[src/rtl/bbx_pkg.sv]
package bbx_pkg;
    typedef enum logic [1:0] {
        ST_IDLE     = 2'd0,
        ST_SERIAL   = 2'd1,
        ST_PARALLEL = 2'd2
    } bbx_state_t;
endpackage

[src/rtl/bbx_phase_ctr.sv]
// Divides each serial bit into a low half and a high half.
module bbx_phase_ctr #(
    parameter int HALF = 2
) (
    input  logic clk,
    input  logic rst_n,
    input  logic run,
    output logic sclk_hi,
    output logic sample_pt,
    output logic bit_end
);
    localparam int PERIOD = 2 * HALF;
    localparam int PW     = (PERIOD > 1) ? $clog2(PERIOD) : 1;

    logic [PW-1:0] phc_q;

    always_ff @(posedge clk) begin
        if (!rst_n || !run) begin
            phc_q <= '0;
        end else if (phc_q == PW'(PERIOD - 1)) begin
            phc_q <= '0;
        end else begin
            phc_q <= phc_q + 1'b1;
        end
    end

    assign sclk_hi   = run && (phc_q >= PW'(HALF));
    assign sample_pt = run && (phc_q == PW'(HALF));
    assign bit_end   = run && (phc_q == PW'(PERIOD - 1));
endmodule

[src/rtl/bbx_frame_shift.sv]
// Outgoing frame register plus incoming byte collector.
module bbx_frame_shift #(
    parameter int AW = 8,
    parameter int DW = 8
) (
    input  logic                clk,
    input  logic                rst_n,
    input  logic                load,
    input  logic [AW+DW:0]      load_word,
    input  logic                shift,
    input  logic                cap_en,
    input  logic                din,
    output logic                msb,
    output logic [DW-1:0]       cap_nxt
);
    localparam int FW = 1 + AW + DW;

    logic [FW-1:0] frame_q;
    logic [DW-1:0] cap_q;

    always_ff @(posedge clk) begin
        if (!rst_n) begin
            frame_q <= '0;
            cap_q   <= '0;
        end else if (load) begin
            frame_q <= load_word;
            cap_q   <= '0;
        end else begin
            if (shift) begin
                frame_q <= {frame_q[FW-2:0], 1'b0};
            end
            if (cap_en) begin
                cap_q <= cap_nxt;
            end
        end
    end

    assign msb     = frame_q[FW-1];
    assign cap_nxt = cap_en ? {cap_q[DW-2:0], din} : cap_q;
endmodule

[src/rtl/bbx_strobe_ctr.sv]
// Counts strobe cycles and flags the last one for the chosen length.
module bbx_strobe_ctr #(
    parameter int STROBE_SHORT = 4,
    parameter int STROBE_LONG  = 8
) (
    input  logic clk,
    input  logic rst_n,
    input  logic run,
    input  logic long_sel,
    output logic last
);
    localparam int CW = (STROBE_LONG > 1) ? $clog2(STROBE_LONG) : 1;

    logic [CW-1:0] cnt_q;
    logic [CW-1:0] limit;

    assign limit = long_sel ? CW'(STROBE_LONG - 1) : CW'(STROBE_SHORT - 1);

    always_ff @(posedge clk) begin
        if (!rst_n || !run) begin
            cnt_q <= '0;
        end else begin
            cnt_q <= cnt_q + 1'b1;
        end
    end

    assign last = run && (cnt_q == limit);
endmodule

[src/rtl/bbx_reg_access.sv]
module bbx_reg_access
    import bbx_pkg::*;
#(
    parameter int AW           = 8,
    parameter int DW           = 8,
    parameter int SCLK_HALF    = 2,
    parameter int STROBE_SHORT = 4,
    parameter int STROBE_LONG  = 8
) (
    input  logic          clk,
    input  logic          rst_n,
    input  logic          cmd_valid,
    input  logic [AW-1:0] cmd_reg,
    input  logic [DW-1:0] cmd_data,
    input  logic          cmd_read,
    input  logic          cmd_par,
    input  logic          cmd_long,
    output logic          busy,
    output logic [DW-1:0] value,
    output logic          ser_clk,
    output logic          ser_dout,
    output logic          ser_en,
    input  logic          ser_din,
    output logic          par_strobe,
    output logic          par_rd,
    output logic [AW-1:0] par_addr,
    output logic [DW-1:0] par_wdata,
    input  logic [DW-1:0] par_rdata
);
    localparam int FRAME_BITS = 1 + AW + DW;
    localparam int BIW        = $clog2(FRAME_BITS);
    localparam logic [BIW-1:0] LAST_BIT   = BIW'(FRAME_BITS - 1);
    localparam logic [BIW-1:0] FIRST_DATA = BIW'(AW + 1);

    bbx_state_t    state_q, state_d;
    logic          op_read_q, op_long_q;
    logic [AW-1:0] op_reg_q;
    logic [DW-1:0] op_data_q, value_q;
    logic [BIW-1:0] bit_q;

    logic          accept, ser_run, par_run, in_data;
    logic          sclk_hi, sample_pt, bit_end;
    logic          shift_msb, cap_en, strobe_last, ser_done, par_done;
    logic [DW-1:0] cap_nxt;

    assign accept   = (state_q == ST_IDLE) && cmd_valid;
    assign ser_run  = (state_q == ST_SERIAL);
    assign par_run  = (state_q == ST_PARALLEL);
    assign in_data  = (bit_q >= FIRST_DATA);
    assign cap_en   = ser_run && op_read_q && in_data && sample_pt;
    assign ser_done = ser_run && bit_end && (bit_q == LAST_BIT);
    assign par_done = par_run && strobe_last;

    bbx_phase_ctr #(.HALF(SCLK_HALF)) u_phase (
        .clk       (clk),
        .rst_n     (rst_n),
        .run       (ser_run),
        .sclk_hi   (sclk_hi),
        .sample_pt (sample_pt),
        .bit_end   (bit_end)
    );

    bbx_frame_shift #(.AW(AW), .DW(DW)) u_shift (
        .clk       (clk),
        .rst_n     (rst_n),
        .load      (accept),
        .load_word ({cmd_read, cmd_reg, cmd_data}),
        .shift     (ser_run && bit_end),
        .cap_en    (cap_en),
        .din       (ser_din),
        .msb       (shift_msb),
        .cap_nxt   (cap_nxt)
    );

    bbx_strobe_ctr #(.STROBE_SHORT(STROBE_SHORT), .STROBE_LONG(STROBE_LONG)) u_strobe (
        .clk      (clk),
        .rst_n    (rst_n),
        .run      (par_run),
        .long_sel (op_long_q),
        .last     (strobe_last)
    );

    // Next-state selection
    always_comb begin
        state_d = state_q;
        unique case (state_q)
            ST_IDLE: begin
                if (accept) begin
                    state_d = cmd_par ? ST_PARALLEL : ST_SERIAL;
                end
            end
            ST_SERIAL: begin
                if (ser_done) begin
                    state_d = ST_IDLE;
                end
            end
            ST_PARALLEL: begin
                if (par_done) begin
                    state_d = ST_IDLE;
                end
            end
            default: state_d = ST_IDLE;
        endcase
    end

    // State register
    always_ff @(posedge clk) begin
        if (!rst_n) begin
            state_q <= ST_IDLE;
        end else begin
            state_q <= state_d;
        end
    end

    // Command latch, bit index and result byte
    always_ff @(posedge clk) begin
        if (!rst_n) begin
            op_read_q <= 1'b0;
            op_long_q <= 1'b0;
            op_reg_q  <= '0;
            op_data_q <= '0;
            value_q   <= '0;
            bit_q     <= '0;
        end else if (accept) begin
            op_read_q <= cmd_read;
            op_long_q <= cmd_long;
            op_reg_q  <= cmd_reg;
            op_data_q <= cmd_data;
            value_q   <= cmd_data;
            bit_q     <= '0;
        end else begin
            if (ser_run && bit_end && !ser_done) begin
                bit_q <= bit_q + 1'b1;
            end
            if (ser_done && op_read_q) begin
                value_q <= cap_nxt;
            end
            if (par_done && op_read_q) begin
                value_q <= par_rdata;
            end
        end
    end

    // Pin drive per state
    always_comb begin
        busy       = 1'b0;
        ser_clk    = 1'b0;
        ser_dout   = 1'b0;
        ser_en     = 1'b0;
        par_strobe = 1'b0;
        par_rd     = 1'b0;
        par_addr   = '0;
        par_wdata  = '0;
        unique case (state_q)
            ST_IDLE: ;
            ST_SERIAL: begin
                busy     = 1'b1;
                ser_en   = 1'b1;
                ser_clk  = sclk_hi;
                ser_dout = (op_read_q && in_data) ? 1'b0 : shift_msb;
            end
            ST_PARALLEL: begin
                busy       = 1'b1;
                par_strobe = 1'b1;
                par_rd     = op_read_q;
                par_addr   = op_reg_q;
                par_wdata  = op_data_q;
            end
            default: ;
        endcase
    end

    assign value = value_q;
endmodule

[config.mk]
export PLATFORM = sky130hd
export DESIGN_NAME = bbx_reg_access
export DESIGN_NICKNAME = d
export VERILOG_FILES = /design/src/rtl/bbx_pkg.sv /design/src/rtl/bbx_phase_ctr.sv /design/src/rtl/bbx_frame_shift.sv /design/src/rtl/bbx_strobe_ctr.sv /design/src/rtl/bbx_reg_access.sv
export SDC_FILE = /design/constraint.sdc
export NUM_CORES = 1
export LEC_CHECK = 0
export BUFFER_PORTS_ARGS = -buffer_cell sky130_fd_sc_hd__buf_2
export CAP_MARGIN = 20
export CORE_UTILIZATION = 49
export CTS_CLUSTER_SIZE = 8
export DETAILED_ROUTE_END_ITERATION = 10
export HOLD_SLACK_MARGIN = 0.05
export PLACE_DENSITY_LB_ADDON = 0.25
export SETUP_SLACK_MARGIN = 0.05
export SLEW_MARGIN = 20
export SYNTH_ARGS = -nofsm -noshare
export SYNTH_HDL_FRONTEND = slang
export SYNTH_SLANG_ARGS = --single-unit
[constraint.sdc]
create_clock -name clk -period 1.8 [get_ports clk]
set_input_delay 0.36 -clock clk [delete_from_list [all_inputs] [get_ports clk]]
set_output_delay 0.36 -clock clk [all_outputs]
set_load 0.005 [all_outputs]
==> metrics.md, run 1 <==
| Metric | Value |
|---|---|
| Initial core utilization | 50.66% |
| Syn_nets | 370 |
| Count of boundary I/O pins | 61 |
| Reg2reg path depth | 9 |
| Number of iterations in the first detailed-routing pass | 5 |
| Post-route cell area | 0.004061 mm2 |
| Pwr per Cell Area | 947.3 mW/mm2 |
| Register-to-register setup slack | 0.02 ns |
| Unique cell type count in the Yosys netlist | 40 |
| First-pass GRT wire length | 11.67 mm |
| H-tree level count | 3 |
| Seq/Total Area, Yosys | 42.05% |
| Count of yosys warnings during synthesis | 0 |
| Number of antenna cells inserted | 0 |
| Number of setup violations in the final report | 1 |
| Sum of net half-perimeters after detailed placement | 4.856 mm |
| Post-Synthesis Cell Area | 0.002999 mm2 |
| Share of synthesized registers carrying an async set or reset | 0% |
| GR Overflow Total | 0 |
| Final Worst Setup Slack | -0.1762 ns |
| CP required | 1.44 ns |
| Final Critical Period | 1.976 ns |
| Worst setup endpoint | ser_dout |
| Final hold viol count | 0 |
| CP Capture Type | output port |
| Post-detailed-route wirelength per cell | 15.87 um |
| Reg-to-reg startpoint | bit_q[1] |
| Area of placed instances | 0.003472 mm2 |
| Highest achievable clock rate | 506.0 MHz |
| Root Buffer | sky130_fd_sc_hd__clkbuf_8 |
| Peak supply drop | 0.0006971 V |
| Max-slew headroom at the worst pin | 72.98% |
| Filler Cell Count | 476 |
| Post-synth EDFFs | 0 |
| Critical register-to-register path endpoint | state_q[1] |
| Via count of the first global-routing pass | 2413 |
| Non-filler instance count after layout | 495 |
| Type of origin of the critical path | flop |
| Post-route DRC | 0 |
| Number of DRC violations after detailed-routing iteration 0 | 117 |
| Max stage delay cell, worst path | sky130_fd_sc_hd__o41ai_4 |
| Critical Setup Path Class | reg -> out |
| Clock latency on the worst-skew pair | 0.34 ns |
| Number of buffers created by CTS | 9 |
| Most common library cell in the layout ignoring fill and taps | sky130_fd_sc_hd__nand2_1 |
| Via density | 5.493 |
| Fin nets | 455 |
| Critical path peak fanout | 5 |
| Number of sinks driven by the clock tree | 63 |
| Final routed wirelength across all metal layers | 7.856 mm |
| Max-cap viol count | 0 |
| Final slew viol count | 0 |
| Growth of design area from synthesis to finish | 35.42% |
| Arr. time, crit path | 1.62 ns |
| Critical Path Max Stage Delay | 0.38 ns |
| Clock tree from TritonCTS | done |
| Routability cong. | 0.8173 |
| Number of cells on the critical path | 5 |
| Floorplan die width | 80.24 um |
| Antenna violations before repair | 0 |
| Max clock buf depth | 2 |
| Die Footprint | 0.006438 mm2 |
| Met2 track utilization from global routing | 40.26% |
| Post-synthesis sequential element count | 63 |
| Dominant delay contributor by cell family on the critical path | compound AO/OA/AOI/OAI gates |
| Worst min-delay path class | in -> reg |
| Worst Max-Slew Pin Slew | 0.4028 ns |
| Port-buffer cells | 60 |
| Post-route fraction of the period consumed by the critical path | 109.8% |
| Primary FF master, synth | sky130_fd_sc_hd__dfxtp_1 |
| Synthesized netlist cell count | 330 |
| Leakage | 1.757 nW |
| CTS hold repair buffers | 0 |
| Most Crowded Layer GR | met2 |
| Met1 usage in global routing | 30.35% |
| Setup repair after global routing missed its margin | true |
| Placed instance count | 466 |
| Clock skew after layout | 0.008058 ns |
| Aggregate global-route resource usage | 24.24% |
| Status | finished, violations left |
| Num rows | 28 |
| Total number of vias | 2719 |
| Count of antenna-violating nets left after detailed routing | 0 |
| Chip height | 80.24 um |
| Chain of cells forming the critical path | buf_6 > o41ai_4 > nand2_1 > a21oi_1 > buf_2 |
| Setup crit start | bit_q[0] |
| Average footprint of a synthesized cell | 9.088 um2 |
| Fraction of layout cells with a size suffix above 1 | 39.05% |
| Maximum number of pins on one net before global-route repair | 36 |
| Buffers & Inverters on Critical Path | 2 |
| Violated checks | negative setup slack |
| Clock transition at the registers of the reported paths | 0.07 ns |
| GR Util met3 | 4.659% |
| Core area | 0.005921 mm2 |
| Most frequent cells in the layout | sky130_fd_sc_hd__nand2_1 (60), sky130_fd_sc_hd__dfxtp_1 (59), sky130_fd_sc_hd__buf_2 (46) |
-- routing by layer --
metal	vias to the layer above	wire length, um
met5	-	0
met3	16	468
met2	100	3851
li1	1312	-
met1	1291	3379
met4	0	157
-- state kept, by name, summed over array words and instances, names as in the netlist --
signal	flops
u_shift.frame_q	17
op_data_q	8
op_reg_q	8
u_shift.cap_q	8
value	8
bit_q	5
u_strobe.cnt_q	3
state_q	2
u_phase.phc_q	2
op_long_q	1
op_read_q	1
-- per-stage QoR --
step                      hold slack, ns  power, mW  utilization [%]  worst slack (ns)  TNS (ns)
after floorplan                   0.3977      2.060                -           0.07375         0
after global placement            0.4071      2.353            58.64           0.04435         0
after detailed placement          0.4167      2.371            58.64          -0.06066   -0.1740
after CTS                         0.2632      3.733            64.65           -0.1506   -0.2173
after global routing              0.2822      4.012            68.60           -0.2066   -0.2825
final                             0.2730      3.847            68.60           -0.1762   -0.1762
-- final cells by class --
type | instances | area, um2 | area share, %
inverters | 8 | 32.53 | 0.8010
multi-input cells | 237 | 1707 | 42.02
well taps | 75 | 93.84 | 2.311
repair buffers | 96 | 745.7 | 18.36
clock buffers | 10 | 127.6 | 3.142
flip-flops and latches | 63 | 1271 | 31.30
clock inverters | 6 | 83.83 | 2.064
-- synth_stat cells, types with 2 or more instances --
cell / n / area share [%]
sky130_fd_sc_hd__clkbuf_1: 14 / 1.8
sky130_fd_sc_hd__buf_2: 3 / 0.50
sky130_fd_sc_hd__a21oi_1: 37 / 6.2
sky130_fd_sc_hd__mux2_2: 16 / 6.0
sky130_fd_sc_hd__mux2i_1: 26 / 8.7
sky130_fd_sc_hd__xor2_1: 2 / 0.58
sky130_fd_sc_hd__nand3_1: 2 / 0.33
sky130_fd_sc_hd__and2_1: 17 / 3.5
sky130_fd_sc_hd__dfxtp_1: 63 / 42
sky130_fd_sc_hd__nor2_1: 17 / 2.1
sky130_fd_sc_hd__nand3b_1: 2 / 0.50
sky130_fd_sc_hd__xnor2_1: 4 / 1.2
sky130_fd_sc_hd__buf_6: 2 / 0.75
sky130_fd_sc_hd__o32ai_1: 8 / 2.3
sky130_fd_sc_hd__nand2_1: 61 / 7.6
sky130_fd_sc_hd__nand4_1: 2 / 0.42
sky130_fd_sc_hd__a32oi_1: 8 / 2.3
sky130_fd_sc_hd__inv_1: 7 / 0.88
sky130_fd_sc_hd__o21bai_1: 9 / 2.3
sky130_fd_sc_hd__and3_1: 2 / 0.42
sky130_fd_sc_hd__ha_1: 9 / 3.8
-- tightest hold or removal path: stages --
cell                      delay, ns
sky130_fd_sc_hd__buf_2         0.10
sky130_fd_sc_hd__nand2_1       0.05
sky130_fd_sc_hd__a21oi_1       0.05
-- cell families after synthesis --
family                   Yosys count  share of synthesized area [%]
flip-flops                        63                          42.05
XOR/XNOR                           6                          1.752
AND/OR/NAND/NOR                  112                          17.65
buffers and inverters             30                          4.964
multiplexers                      42                          14.68
AO/OA/AOI/OAI                     68                          15.14
adder cells (fa/ha/maj)            9                          3.755
-- what timing repair did --
item / 4_1_cts / 5_1_grt
pin swaps: 5 / 12
gates resized for setup: 20 / 49
endpoints found under the setup margin: 38 / 27
buffers inserted: 8 / 4
cloned: 0 / 2
-- power by group --
group	switching [mW]	internal, mW	total, mW
Combinational	0.466	0.415	0.881
Clock	0.570	0.778	1.35
Sequential	0.0870	1.53	1.62
-- worst min path at each step --
| stage | from | endpoint | slack, ns | cells after the start |
|---|---|---|---|---|
| floorplan | u_strobe.cnt_q[0] | u_strobe.cnt_q[0] | 0.40 | 1 |
| global placement | u_strobe.cnt_q[0] | u_strobe.cnt_q[0] | 0.41 | 1 |
| detailed placement | u_strobe.cnt_q[0] | u_strobe.cnt_q[0] | 0.42 | 1 |
| CTS | cmd_long | op_long_q | 0.26 | 3 |
| global route | cmd_reg[3] | op_reg_q[3] | 0.28 | 3 |
| finish | cmd_long | op_long_q | 0.27 | 3 |
No activity file was read; power rests on OpenSTA's default activity.
==> inputs of run 2 (changes only) <==
--- a/config.mk
+++ b/config.mk
@@ -8,11 +8,10 @@
 export BUFFER_PORTS_ARGS = -buffer_cell sky130_fd_sc_hd__buf_2
 export CAP_MARGIN = 20
 export CORE_UTILIZATION = 49
-export CTS_CLUSTER_SIZE = 8
+export CTS_CLUSTER_SIZE = 25
 export DETAILED_ROUTE_END_ITERATION = 10
 export HOLD_SLACK_MARGIN = 0.05
 export PLACE_DENSITY_LB_ADDON = 0.25
-export SETUP_SLACK_MARGIN = 0.05
 export SLEW_MARGIN = 20
 export SYNTH_ARGS = -nofsm -noshare
 export SYNTH_HDL_FRONTEND = slang
==> metrics.md, run 2 (synthesis results as in run 1) <==
| Metric | Value |
|---|---|
| Buffers & Inverters on Critical Path | 2 |
| Floorplan die width | 80.24 um |
| Initial core utilization | 50.66% |
| Violated checks | negative setup slack |
| Worst slack at placement | -0.06066 ns |
| Worst hold-check slack | 0.2710 ns |
| Number of DRC violations after detailed-routing iteration 0 | 138 |
| Non-filler instance count after layout | 489 |
| Most frequent cells in the layout | sky130_fd_sc_hd__nand2_1 (60), sky130_fd_sc_hd__buf_2 (60), sky130_fd_sc_hd__dfxtp_1 (59) |
| Root Buffer | sky130_fd_sc_hd__clkbuf_8 |
| Fin nets | 449 |
| Final Worst Setup Slack | -0.1596 ns |
| Number of setup violations in the final report | 1 |
| Post-route cell area | 0.003861 mm2 |
| Clock tree from TritonCTS | done |
| Final Critical Period | 1.960 ns |
| Final slew viol count | 0 |
| Number of cells on the critical path | 5 |
| Final hold viol count | 0 |
| Routability cong. | 0.8173 |
| Maximum number of pins on one net before global-route repair | 36 |
| Count of antenna-violating nets left after detailed routing | 0 |
| Fraction of layout cells with a size suffix above 1 | 33.57% |
| Critical path peak fanout | 5 |
| Number of cells on the worst hold path | 3 |
| Internal cell power | 2.677 mW |
| Port-buffer cells | 60 |
| Via count of the first global-routing pass | 2358 |
| Flip-flop count of the largest register after layout | 17 |
| Area of placed instances | 0.003472 mm2 |
| Number of sinks driven by the clock tree | 63 |
| Type of origin of the critical path | flop |
| Filler Cell Count | 503 |
| Critical Setup Path Class | reg -> out |
| Num rows | 28 |
| Critical Path Max Stage Delay | 0.37 ns |
| Final Util | 65.22% |
| Leakage | 1.689 nW |
| CP required | 1.44 ns |
| Switching part of the total | 28.98% |
| Die Footprint | 0.006438 mm2 |
| Worst Max-Slew Pin Slew | 0.4172 ns |
| Pwr per Cell Area | 976.3 mW/mm2 |
| Final routed wirelength across all metal layers | 7.399 mm |
| GR Overflow Total | 0 |
| Chip height | 80.24 um |
| CP Capture Type | output port |
| Chain of cells forming the critical path | buf_6 > o41ai_4 > nand2_1 > a21oi_1 > buf_2 |
| Power share of the clock group | 35.8% |
| Aggregate global-route resource usage | 23.02% |
| Clock skew after layout | 0.006871 ns |
| Clock transition at the registers of the reported paths | 0.07 ns |
| Max clock buf depth | 2 |
| Number of antenna cells inserted | 0 |
| Number of iterations in the first detailed-routing pass | 4 |
| Max-slew headroom at the worst pin | 72.01% |
| Post-detailed-route wirelength per cell | 15.13 um |
| Core area | 0.005921 mm2 |
| Worst min-delay path class | in -> reg |
| CTS hold repair buffers | 0 |
| H-tree level count | 3 |
| Reg2reg path depth | 8 |
| Post-route DRC | 0 |
| Part of the total power dissipated in combinational logic | 21.5% |
| Antenna violations before repair | 0 |
| Top register by number of flip-flops | u_shift.frame_q |
| Dominant delay contributor by cell family on the critical path | compound AO/OA/AOI/OAI gates |
| Placed instance count | 466 |
| Peak supply drop | 0.0006945 V |
| Part of the total power dissipated in sequential elements | 42.7% |
| First-pass GRT wire length | 11.16 mm |
| Max-cap viol count | 0 |
| Growth of design area from synthesis to finish | 28.74% |
| Sum of net half-perimeters after detailed placement | 4.856 mm |
| Post-route fraction of the period consumed by the critical path | 108.9% |
| Setup repair after global routing missed its margin | true |
| Sequential cell area | 0.001271 mm2 |
| Number of buffers created by CTS | 9 |
| Total number of vias | 2639 |
| Multi-input gate area | 0.001660 mm2 |
| Arr. time, crit path | 1.60 ns |
| Clock latency on the worst-skew pair | 0.34 ns |
| Status | finished, violations left |
| Via density | 5.397 |
| Max stage delay cell, worst path | sky130_fd_sc_hd__dfxtp_4 |
| Highest achievable clock rate | 510.3 MHz |
| Count of boundary I/O pins | 61 |
| Sw power | 1.092 mW |
==> run 2: worst paths after layout <==
check,startpoint,slack (ns),end
setup / recovery,bit_q[0],-0.16,ser_dout
hold / removal,cmd_long,0.27,op_long_q
setup reg to reg,bit_q[0],0.02,state_q[0]
hold reg to reg,u_strobe.cnt_q[0],0.43,u_strobe.cnt_q[0]
==> run 2: layout make-up <==
cell class | count | share of cell area [%]
timing repair buffer | 90 | 15.39
inverter | 8 | 0.7777
multi-input combinational | 237 | 43.00
sequential | 63 | 32.92
tap | 75 | 2.430
clock buffer | 10 | 3.305
clock inverter | 6 | 2.171
==> run 2: timing repair <==
| action | CTS | global route |
|---|---|---|
| buffers inserted | 3 | 4 |
| hold endpoints to repair | 0 | 0 |
| pin swaps | 4 | 4 |
| resized for setup | 10 | 16 |
| setup endpoints to repair | 26 | 29 |
==> run 2: metrics by stage <==
stage	power [mW]	setup TNS (ns)
floorplan	2.060	0
finish	3.770	-0.1596
global route	3.936	-0.3417
detailed placement	2.371	-0.1740
CTS	3.718	-0.1506
global placement	2.353	0
==> run 2: power by group through the flow <==
stage | clock [mW] | combinational [mW] | sequential, mW
global route | 1.43 | 0.887 | 1.62
floorplan | 0 | 0.446 | 1.61
CTS | 1.36 | 0.759 | 1.60
global placement | 0 | 0.727 | 1.63
detailed placement | 0 | 0.741 | 1.63
finish | 1.35 | 0.812 | 1.61
==> run 2: metal layers <==
layer	up-vias	track usage (%)	share of wire (%)
li1	1297	-	-
met1	1229	29.34	46
met3	13	4.886	6.0
met5	-	0	0
met4	0	11.25	1.9
met2	100	36.75	46
==> run 2: tightest hold or removal path, delay by kind of cell <==
kind / cells / cell delay (ns)
compound gates: 1 / 0.05
buf+inv: 1 / 0.10
simple gates: 1 / 0.05
